<file path="src/rtl/mac_ext_pkg.sv">
// Shared sizes and the extraction-kind encoding for the result extractor.
// Assumes a 48-bit accumulator and a 64-bit raw product.
package mac_ext_pkg;
    localparam int ACC_W     = 48;   // accumulator width
    localparam int OPD_W     = 64;   // request operand width
    localparam int RES_W     = 32;   // register result width
    localparam int HALF_W    = 16;   // half-width fractional result
    localparam int WIDE_SH   = 24;   // discarded bits, half mode and scaling
    localparam int NARROW_SH = 8;    // discarded bits, full-width fractional

    typedef enum logic [1:0] {
        KIND_FRAC  = 2'd0,
        KIND_SINT  = 2'd1,
        KIND_UINT  = 2'd2,
        KIND_SCALE = 2'd3
    } ext_kind_e;
endpackage

</file>
<file path="src/rtl/rne_round.sv">
// Round-half-to-even increment of a shifted candidate.
// Assumes the remainder holds the discarded bits, with RW >= 2.
// EXT=1 widens the sum by one bit (sign or zero, per SIGNED) so that the
// carry out of the increment is kept.
module rne_round #(
    parameter int CW     = 40,
    parameter int RW     = 8,
    parameter int EXT    = 1,
    parameter int SIGNED = 1
) (
    input  logic [CW-1:0]     cand,
    input  logic [RW-1:0]     rem,
    input  logic              en,
    output logic [CW+EXT-1:0] sum
);
    localparam int OW = CW + EXT;

    logic          inc;
    logic [OW-1:0] base;

    // Increment above half, or on exactly half when the candidate is odd.
    always_comb begin
        inc = en & rem[RW-1] & ((|rem[RW-2:0]) | cand[0]);
    end

    generate
        if (EXT != 0) begin : g_wide
            assign base = {((SIGNED != 0) & cand[CW-1]), cand};
        end else begin : g_same
            assign base = cand;
        end
    endgenerate

    // Apply the increment.
    always_comb begin
        sum = base + OW'(inc);
    end
endmodule

</file>
<file path="src/rtl/sat_clamp.sv">
// Narrows a signed value to OW bits. When en is set and the value does not
// fit, it clamps to the largest or smallest OW-bit value by sign.
// Assumes IW > OW.
module sat_clamp #(
    parameter int IW = 41,
    parameter int OW = 32
) (
    input  logic [IW-1:0] val,
    input  logic          en,
    output logic [OW-1:0] out
);
    logic fits;

    // The value fits when every bit from OW-1 upward matches the sign.
    always_comb begin
        fits = (&val[IW-1:OW-1]) | ~(|val[IW-1:OW-1]);
    end

    // Pick the clamp value or the plain truncation.
    always_comb begin
        if (en && !fits) begin
            out = val[IW-1] ? {1'b1, {(OW-1){1'b0}}} : {1'b0, {(OW-1){1'b1}}};
        end else begin
            out = val[OW-1:0];
        end
    end

    // The clamped result keeps the sign of the input.
    always_comb begin
        if (en) begin
            assert (out[OW-1] == val[IW-1] || fits) else $error("AST_CLAMP_SIGN");
        end
    end
endmodule

</file>
<file path="src/rtl/mac_result_extract.sv">
// Converts an accumulator value or a raw product into a 32-bit register result.
// The result is registered one cycle after a qualified request. The mode bits
// and the kind are sampled together with the request.
// Assumes the accumulator occupies operand bits 47:0 in two's complement.
module mac_result_extract
    import mac_ext_pkg::*;
(
    input  logic              clk,
    input  logic              rst_n,
    input  logic              req_valid,
    input  logic [1:0]        req_kind,
    input  logic              mode_half,
    input  logic              mode_round,
    input  logic              mode_sat,
    input  logic [OPD_W-1:0]  req_operand,
    output logic              res_valid,
    output logic [RES_W-1:0]  res_data
);
    localparam int HCAND_W = ACC_W - WIDE_SH;     // 24-bit half-mode candidate
    localparam int FCAND_W = ACC_W - NARROW_SH;   // 40-bit full-mode candidate
    localparam int SCAND_W = OPD_W - WIDE_SH;     // 40-bit scaled product

    logic [ACC_W-1:0]   acc;
    ext_kind_e          kind;
    logic [HCAND_W:0]   half_rnd;
    logic [HALF_W-1:0]  half_val;
    logic [FCAND_W:0]   full_rnd;
    logic [RES_W-1:0]   full_val;
    logic [RES_W-1:0]   sint_val;
    logic [RES_W-1:0]   uint_val;
    logic [SCAND_W-1:0] scale_rnd;
    logic [RES_W-1:0]   next_data;

    // Split the request into the accumulator view and the kind.
    always_comb begin
        acc  = req_operand[ACC_W-1:0];
        kind = ext_kind_e'(req_kind);
    end

    // Half-width fractional: always rounded, with optional clamp.
    rne_round #(.CW(HCAND_W), .RW(WIDE_SH), .EXT(1), .SIGNED(1)) u_half_rnd (
        .cand (acc[ACC_W-1:WIDE_SH]),
        .rem  (acc[WIDE_SH-1:0]),
        .en   (1'b1),
        .sum  (half_rnd)
    );
    sat_clamp #(.IW(HCAND_W + 1), .OW(HALF_W)) u_half_sat (
        .val (half_rnd),
        .en  (mode_sat),
        .out (half_val)
    );

    // Full-width fractional: optional rounding, then optional clamp.
    rne_round #(.CW(FCAND_W), .RW(NARROW_SH), .EXT(1), .SIGNED(1)) u_full_rnd (
        .cand (acc[ACC_W-1:NARROW_SH]),
        .rem  (acc[NARROW_SH-1:0]),
        .en   (mode_round),
        .sum  (full_rnd)
    );
    sat_clamp #(.IW(FCAND_W + 1), .OW(RES_W)) u_full_sat (
        .val (full_rnd),
        .en  (mode_sat),
        .out (full_val)
    );

    // Signed integer: the clamp is always on.
    sat_clamp #(.IW(ACC_W), .OW(RES_W)) u_sint_sat (
        .val (acc),
        .en  (1'b1),
        .out (sint_val)
    );

    // Unsigned integer: all ones when any upper accumulator bit is set.
    always_comb begin
        uint_val = (|acc[ACC_W-1:RES_W]) ? {RES_W{1'b1}} : acc[RES_W-1:0];
    end

    // Product scaling: drop 24 bits, rounding as an option, keep the low word.
    rne_round #(.CW(SCAND_W), .RW(WIDE_SH), .EXT(0), .SIGNED(0)) u_scale_rnd (
        .cand (req_operand[OPD_W-1:WIDE_SH]),
        .rem  (req_operand[WIDE_SH-1:0]),
        .en   (mode_round),
        .sum  (scale_rnd)
    );

    // Select the result for the requested kind.
    always_comb begin
        unique case (kind)
            KIND_FRAC:  next_data = mode_half ? {{(RES_W-HALF_W){1'b0}}, half_val}
                                              : full_val;
            KIND_SINT:  next_data = sint_val;
            KIND_UINT:  next_data = uint_val;
            default:    next_data = RES_W'(scale_rnd);
        endcase
    end

    // Output register: capture on a request, hold otherwise.
    always_ff @(posedge clk) begin
        if (!rst_n) begin
            res_valid <= 1'b0;
            res_data  <= '0;
        end else begin
            res_valid <= req_valid;
            if (req_valid) begin
                res_data <= next_data;
            end
        end
    end

    AST_ONE_CYCLE: assert property (@(posedge clk) disable iff (!rst_n)
        req_valid |=> res_valid);
    AST_IDLE_HOLD: assert property (@(posedge clk) disable iff (!rst_n)
        !req_valid |=> (!res_valid && $stable(res_data)));
    AST_HALF_UPPER_ZERO: assert property (@(posedge clk) disable iff (!rst_n)
        (req_valid && req_kind == 2'd0 && mode_half) |=> (res_data[31:16] == 16'h0));
    AST_UINT_ALL_ONES: assert property (@(posedge clk) disable iff (!rst_n)
        (req_valid && req_kind == 2'd2 && (|req_operand[47:32])) |=> (res_data == 32'hFFFF_FFFF));
    AST_SINT_POS_CLAMP: assert property (@(posedge clk) disable iff (!rst_n)
        (req_valid && req_kind == 2'd1 && !req_operand[47] && (|req_operand[46:31]))
        |=> (res_data == 32'h7FFF_FFFF));
    AST_SINT_NEG_CLAMP: assert property (@(posedge clk) disable iff (!rst_n)
        (req_valid && req_kind == 2'd1 && req_operand[47] && !(&req_operand[46:31]))
        |=> (res_data == 32'h8000_0000));
endmodule

</file>
<file path="config.mk">
export PLATFORM = sky130hd
export DESIGN_NAME = mac_result_extract
export DESIGN_NICKNAME = d
export VERILOG_FILES = /design/src/rtl/mac_ext_pkg.sv /design/src/rtl/rne_round.sv /design/src/rtl/sat_clamp.sv /design/src/rtl/mac_result_extract.sv
export SDC_FILE = /design/constraint.sdc
export NUM_CORES = 1
export LEC_CHECK = 0
export BUFFER_PORTS_ARGS = -buffer_cell sky130_fd_sc_hd__buf_2
export CAP_MARGIN = 5
export CELL_PAD_IN_SITES_DETAIL_PLACEMENT = 0
export CELL_PAD_IN_SITES_GLOBAL_PLACEMENT = 1
export CORE_ASPECT_RATIO = 0.9
export CORE_MARGIN = 5
export CORE_UTILIZATION = 43
export CTS_CLUSTER_DIAMETER = 80
export DETAILED_ROUTE_END_ITERATION = 12
export PLACE_DENSITY = 0.84
export SETUP_SLACK_MARGIN = 0.05
export SYNTH_ARGS = -nofsm -noshare
export SYNTH_HDL_FRONTEND = slang
export SYNTH_SLANG_ARGS = --single-unit
</file>
<file path="constraint.sdc">
create_clock -name clk -period 7.4 [get_ports clk]
set_input_delay 0 -clock clk [delete_from_list [all_inputs] [get_ports clk]]
set_output_delay 0 -clock clk [all_outputs]
set_load 0.1 [all_outputs]
</file>
==> results.md, run 1 <==
* # DRC at 0
* CP max stage cell: nor4b_1
* Startpoint types: input port
* Distinct cell type count after synthesis at 74
* WHS at 27.2 ps
* CTS clock-pin slew for the worst setup and hold paths at ~60 ps
* Port buffer count at 96
* Largest net degree at the start of global routing at 40
* Synthesized instance count at 621
* GR peak layer: met2
* Fin crit share at 0.508
* Count of flip-flops with a built-in enable after synthesis at 0
* Final Util at 0.488
* First-pass GRT wire length at just under 30,000 um
* GRT Overall Usage at 0.295
* DR iter-0 viols at 796
* Routed wire per std cell at 24.4 um
* Hold bufs inserted after CTS at 0
* Detail Route Antenna Nets at 0
* Die area at 0.0129 mm^2
* CP endpoint kind: flop
* Slew @ Worst Pin at approximately 1300 ps
* Die width at 119 um
* Antenna diode count at 0
* P per Cell Area at 153 mW/mm^2
* CP max FO at 14
* M3 GR Usage at 0.0732
* Outcome: finished, final reports clean
* Commonest non-fill, non-tap cell in the layout: buf_2
* GR Overflow Total at 0
* Leak pwr at 1.82 nW
* Fin nets at 745
* Worst slew margin at 0.111
* Crit-path cells: buf_2, and3_1, ha_1, nand4_1, nor4_4, nand3b_1, xor2_1, nand4_1, nor4b_1, nor2_1, buf_4, o21ai_0, a21oi_1
* Fmax at 0.266 GHz
* Layout cells sized above 1 at 0.216
* Worst path most repeated cell: nand4_1
* Commonest cells after routing, fill and taps aside: buf_2 (96), nor2_1 (49), a21oi_1 (48)
* Ys Warns at 0
* CTS tree: yes
* Clock root cell: clkbuf_16
* DR vias/cell at 6.83
* HPWL after detailed placement at about 15,000 um
* Final min period at 3760 ps
* Post-CTS sizing at 0
* Area Growth Syn to Fin at 9.68%
* H-Tree Depth at 2
* Worst Clk Skew at 0 ps
* Slew Viols, Final at 0
* Post-CTS Repair Setup Buffers at 0
* Critical path class: in2reg
* Final setup vio count at 0
* Initial core utilization at 0.445
* Count of state elements after synthesis at 33
* Worst-Skew Late Latency at 290 ps
* Fin Setup TNS at 0 ps
* Final worst setup slack at between 3000 and 4000 ps
* Max-cap violations at 0
* Syn Nets at a little under 700
* # IOs at 105
* Core area at between 0.01 and 0.015 mm^2
* Number of CTS-inserted buffers at 5
* CP max stage delay at 1010 ps
* Final Hold Fails at 0
* Ys flop type: dfxtp_1
* Average size of a mapped cell at approximately 7.4 um^2
* Longest Clk Path Bufs at 2
* DR vias at between 5,000 and 6,000
* M1 GR Usage at 0.417
* Wirelength, routed at approximately 20,000 um
* Number of antenna violations at the first check in global routing at 0
* Vias in the first global route at between 5,000 and 6,000
* Clk sinks at 33
* RSZ-0062 raised after global routing: no
* Setup WS pre-CTS at 3600 ps
* Peak VDD IR at 0.0866 mV
* Die Ht at about 110 um
* Data arrival, critical path at 3930 ps
* Mapped Area at 0.00462 mm^2
* Seq/Total Area, Yosys at 0.143
* Power Total at 0.773 mW
* Routability cong. at 0.999
* HP Class: in2reg
* Required time of the worst setup path at 7570 ps
* Met2 usage in global routing at 0.441
* Cell Rows at 35
* Pre-antenna DRT Iters at 6
* Asr flop ratio synth at 0
[sequential cells by signal, indices dropped and copies added (netlist names)]
register / cells
res_data: 32
res_valid: 1
[cell usage after synthesis (6+ instances only)]
cell type / count / share of area
o211ai_1: 15 / 0.024
clkbuf_1: 20 / 0.016
nor4_1: 18 / 0.024
xnor2_1: 37 / 0.070
clkbuf_8: 10 / 0.030
nand2_1: 44 / 0.036
buf_2: 14 / 0.015
nor2_1: 49 / 0.040
xor2_1: 43 / 0.082
a211oi_1: 9 / 0.015
and3_1: 9 / 0.012
inv_1: 8 / 0.0065
nor3_1: 12 / 0.013
and4_1: 9 / 0.017
a221oi_1: 12 / 0.023
nand3_1: 33 / 0.036
o21ai_0: 43 / 0.047
or3_1: 6 / 0.0081
a21oi_1: 48 / 0.052
nand4_1: 25 / 0.034
dfxtp_1: 33 / 0.14
or2_2: 6 / 0.0081
o221ai_1: 19 / 0.036
[final cells by class]
type / count / area (um^2)
fillers: 1091 / 5320
multi-input cells: 524 / 3540
flip-flops and latches: 33 / 661
repair buffers: 98 / 495
well taps: 129 / 161
clock buffers: 6 / 139
clock inverters: 2 / 37.5
inverters: 8 / 30.0
[final timing paths]
check                           slack, ps                         to                       from  cells after the start
worst max register to register       6310  res_data[10]$_SDFFE_PN0P_  res_data[10]$_SDFFE_PN0P_                      3
worst min-delay path                   30   res_data[4]$_SDFFE_PN0P_             req_operand[4]                      3
worst max-delay path                 3640  res_data[29]$_SDFFE_PN0P_                 mode_round                     13
worst min register to register        480   res_data[6]$_SDFFE_PN0P_   res_data[6]$_SDFFE_PN0P_                      2
[through the flow]
step / instance area (um^2) / std cells
after floorplan: 4620 / 621
after global placement: 4890 / 792
after detailed placement: 4890 / 792
after CTS: 5060 / 800
after global routing: 5060 / 800
final: 5060 / 800
[worst max-delay path, delay by kind of cell]
kind	cells	cell delay, ps
AND/OR/NAND/NOR	7	2530
XOR/XNOR	1	250
buffers and inverters	2	580
AO/OA/AOI/OAI	2	330
adder cells (fa/ha/maj)	1	210
[power breakdown]
group          total, mW  internal (mW)  switching (mW)
clock network      0.256          0.168          0.0874
registers          0.202          0.193         0.00899
logic              0.316         0.0720           0.244
[cell families after synthesis]
family          after synthesis  synth area share
flops                        33             0.143
xor+xnor                     80             0.152
fa+ha+maj                     3           0.00813
buf+inv                      64            0.0903
compound gates              187             0.278
simple gates                252             0.324
mux                           2           0.00461
[layer usage]
metal	up-vias	share of wire
li1	2460	-
met1	2564	0.42
met2	390	0.43
met3	51	0.13
met4	0	0.028
met5	-	0
Power figures use the tool's default switching activity.
==> run 2, diff against run 1 <==
--- a/config.mk
+++ b/config.mk
@@ -11,10 +11,10 @@
 export CELL_PAD_IN_SITES_GLOBAL_PLACEMENT = 1
 export CORE_ASPECT_RATIO = 0.9
 export CORE_MARGIN = 5
-export CORE_UTILIZATION = 43
+export CORE_UTILIZATION = 40
 export CTS_CLUSTER_DIAMETER = 80
 export DETAILED_ROUTE_END_ITERATION = 12
-export PLACE_DENSITY = 0.84
+export PLACE_DENSITY = 0.79
 export SETUP_SLACK_MARGIN = 0.05
 export SYNTH_ARGS = -nofsm -noshare
 export SYNTH_HDL_FRONTEND = slang
==> constraint.sdc (replaced) <==
create_clock -name clk -period 3.9 [get_ports clk]
set_input_delay 0 -clock clk [delete_from_list [all_inputs] [get_ports clk]]
set_output_delay 0 -clock clk [all_outputs]
set_load 0.1 [all_outputs]
==> run 2 against run 1 <==
- wire length is 4.2% higher
- setup slack got worse by 2900 ps
- count of clock-buffer cells in the layout fell by 1
- highest routed layer unchanged
- clock skew did not move
- worst hold slack lost 0.64 ps
- critical endpoint is now res_data[16]$_SDFFE_PN0P_
- final cell count rose by 4.8%
==> results.md, run 2 (same netlist as run 1, synthesis figures left out) <==
* Outcome: finished, final reports clean
* Slew @ Worst Pin at 713 ps (-608 ps)
* Fillers at 1,224 (+12%)
* Number of CTS-inserted buffers at 5 (unchanged)
* H-Tree Depth at 2 (unchanged)
* Data arrival, critical path at 3350 ps (-580 ps)
* Largest net degree at the start of global routing at 40 (unchanged)
* Hold_sp: req_operand[5]
* P per Cell Area at 280 mW/mm^2 (+83%)
* Post-layout instance area at 0.00517 mm^2 (+2.1%)
* Die Ht at 112 um (+3.3%)
* M3 GR Usage at 0.0670 (-0.00618)
* Startpoint types: input port
* DR vias/cell at 6.63 (-2.9%)
* GRT Overall Usage at 0.291 (-0.00413)
* Final Hold Fails at 0 (unchanged)
* Fin nets at 757 (+1.6%)
* Placed inst area at 0.00501 mm^2 (+2.5%)
* Detail Route Antenna Nets at 0 (unchanged)
* Peak VDD IR at 0.174 mV (+100%)
* Reg2Reg Capture Point: res_data[10]$_SDFFE_PN0P_
* Fmax at 0.315 GHz
* Critical path class: in2reg
* CTS clock-pin slew for the worst setup and hold paths at 60 ps (about the same)
* Final Util at 0.454 (-0.0338)
* Worst-Skew Late Latency at 280 ps (about the same)
* Commonest cells after routing, fill and taps aside: buf_2 (96), nor2_1 (49), a21oi_1 (48)
* R2R Setup Slk at 2800 ps (-3510 ps)
* M1 GR Usage at 0.414 (-0.00306)
* Required time of the worst setup path at 4070 ps (-3500 ps)
* Layout cells sized above 1 at 0.229 (+0.0126)
* CP max FO at 16 (+2)
* Vias in the first global route at 5,390 (+3.0%)
* HPWL after detailed placement at 15,500 um (+4.2%)
* Fin Setup TNS at 0 ps (unchanged)
* DR vias at 5,560 (+1.7%)
* Post-CTS sizing at 0 (unchanged)
* CP endpoint kind: flop
* CTS tree: yes
* Slew Viols, Final at 0 (unchanged)
* Most flops, register: res_data
* R2R Path Start: res_data[10]$_SDFFE_PN0P_
* Power Total at 1.45 mW (+87%)
* Initial core utilization at 0.405 (-0.0394)
* Wirelength, routed at 20,300 um (+4.2%)
* Number of antenna violations at the first check in global routing at 0 (unchanged)
* Longest Clk Path Bufs at 2 (unchanged)
* Met2 usage in global routing at 0.435 (-0.00572)
* WHS at 26.5 ps (-0.644 ps)
* Setup WS pre-CTS at 644 ps (-2960 ps)
* Leak pwr at 1.88 nW (+3.2%)
* GR Overflow Total at 0 (unchanged)
* Pre-antenna DRT Iters at 8 (+2)
* Final worst setup slack at 723 ps (-2920 ps)
* Port buffer count at 96 (unchanged)
* Die area at 0.0138 mm^2 (+6.8%)
* GR peak layer: met2
* Antenna diode count at 0 (unchanged)
* DR iter-0 viols at 686 (-14%)
* Number of cells on the worst hold path at 3 (unchanged)
* Die width at 123 um (+3.4%)
* Clock root cell: clkbuf_16
* Worst Clk Skew at 0 ps (unchanged)
* Worst slew margin at 0.520 (+0.409)
* R2R cell count at 3 (unchanged)
* Dpl cells at 831 (+4.9%)
* Final Non-Filler Cells at 838 (+4.8%)
* # IOs at 105 (unchanged)
* Routed wire per std cell at 24.3 um (-0.52%)
* First-pass GRT wire length at 31,300 um (+5.0%)
* Hold bufs inserted after CTS at 0 (unchanged)
* Final min period at between 3000 and 4000 ps
* Area Growth Syn to Fin at 12.0%
* Largest regs: res_data: 32 flops, res_valid: 1 flops
* Fin crit share at 0.815
* Cell Rows at 37 (+5.7%)
* Final setup vio count at 0 (unchanged)
* Clk sinks at 33 (unchanged)
* Commonest non-fill, non-tap cell in the layout: buf_2
* Max-cap violations at 0 (unchanged)
* Post-CTS Repair Setup Buffers at 0 (unchanged)
* Core area at 0.0114 mm^2 (+9.7%)
* Routability cong. at 0.976 (-2.3%)
* Hold Crit Endpoint: res_data[5]$_SDFFE_PN0P_
* HP Class: in2reg
* RSZ-0062 raised after global routing: no
* # DRC at 0 (unchanged)
* Max reg flops at 32 (unchanged)
run 2: changes by cell type in the layout (fill, tap and decap cells not counted), sizes merged:
cell / change
clkinv: +1
clkbuf: -1
clkinvlp: -1
buf: +12
run 2: report_power, final:
part           internal, mW  switching (mW)
Sequential            0.366          0.0182
Clock                 0.297           0.160
Combinational         0.141           0.465
run 2: worst max path at each step:
stage	startpoint	to	slack [ps]	cells after the start
after detailed placement	mode_round	res_data[16]$_SDFFE_PN0P_	640	12
after global routing	mode_round	res_data[16]$_SDFFE_PN0P_	620	13
final	mode_round	res_data[16]$_SDFFE_PN0P_	720	12
after global placement	mode_round	res_data[4]$_SDFFE_PN0P_	690	12
after CTS	mode_round	res_data[16]$_SDFFE_PN0P_	880	12
after floorplan	mode_round	res_data[13]$_SDFFE_PN0P_	1280	12
run 2: metal layers:
layer / up-vias / routed length (um)
met1: 2665 / 8610
met2: 368 / 8740
met4: 0 / 624
li1: 2477 / -
met5: - / 0
met3: 50 / 2350
run 2: area by class of cell:
class                           count  area, um^2  share of cell area
Clock buffer                        5         125              0.0242
Clock inverter                      2        35.0             0.00678
Inverter                            8        30.0             0.00581
Multi-Input combinational cell    524        3540               0.684
Sequential cell                    33         661               0.128
Tap cell                          156         195              0.0378
Timing Repair Buffer              110         586               0.113
run 2: worst max-delay path, stage by stage:
cell      delay, ps
buf_2           280
and3_1          250
ha_1            220
nand4_1         250
nor4_4          270
and4bb_2        280
xnor2_1          70
nor4_1          600
a21bo_2         310
o21a_2          340
o21ai_1         140
a221oi_1        330
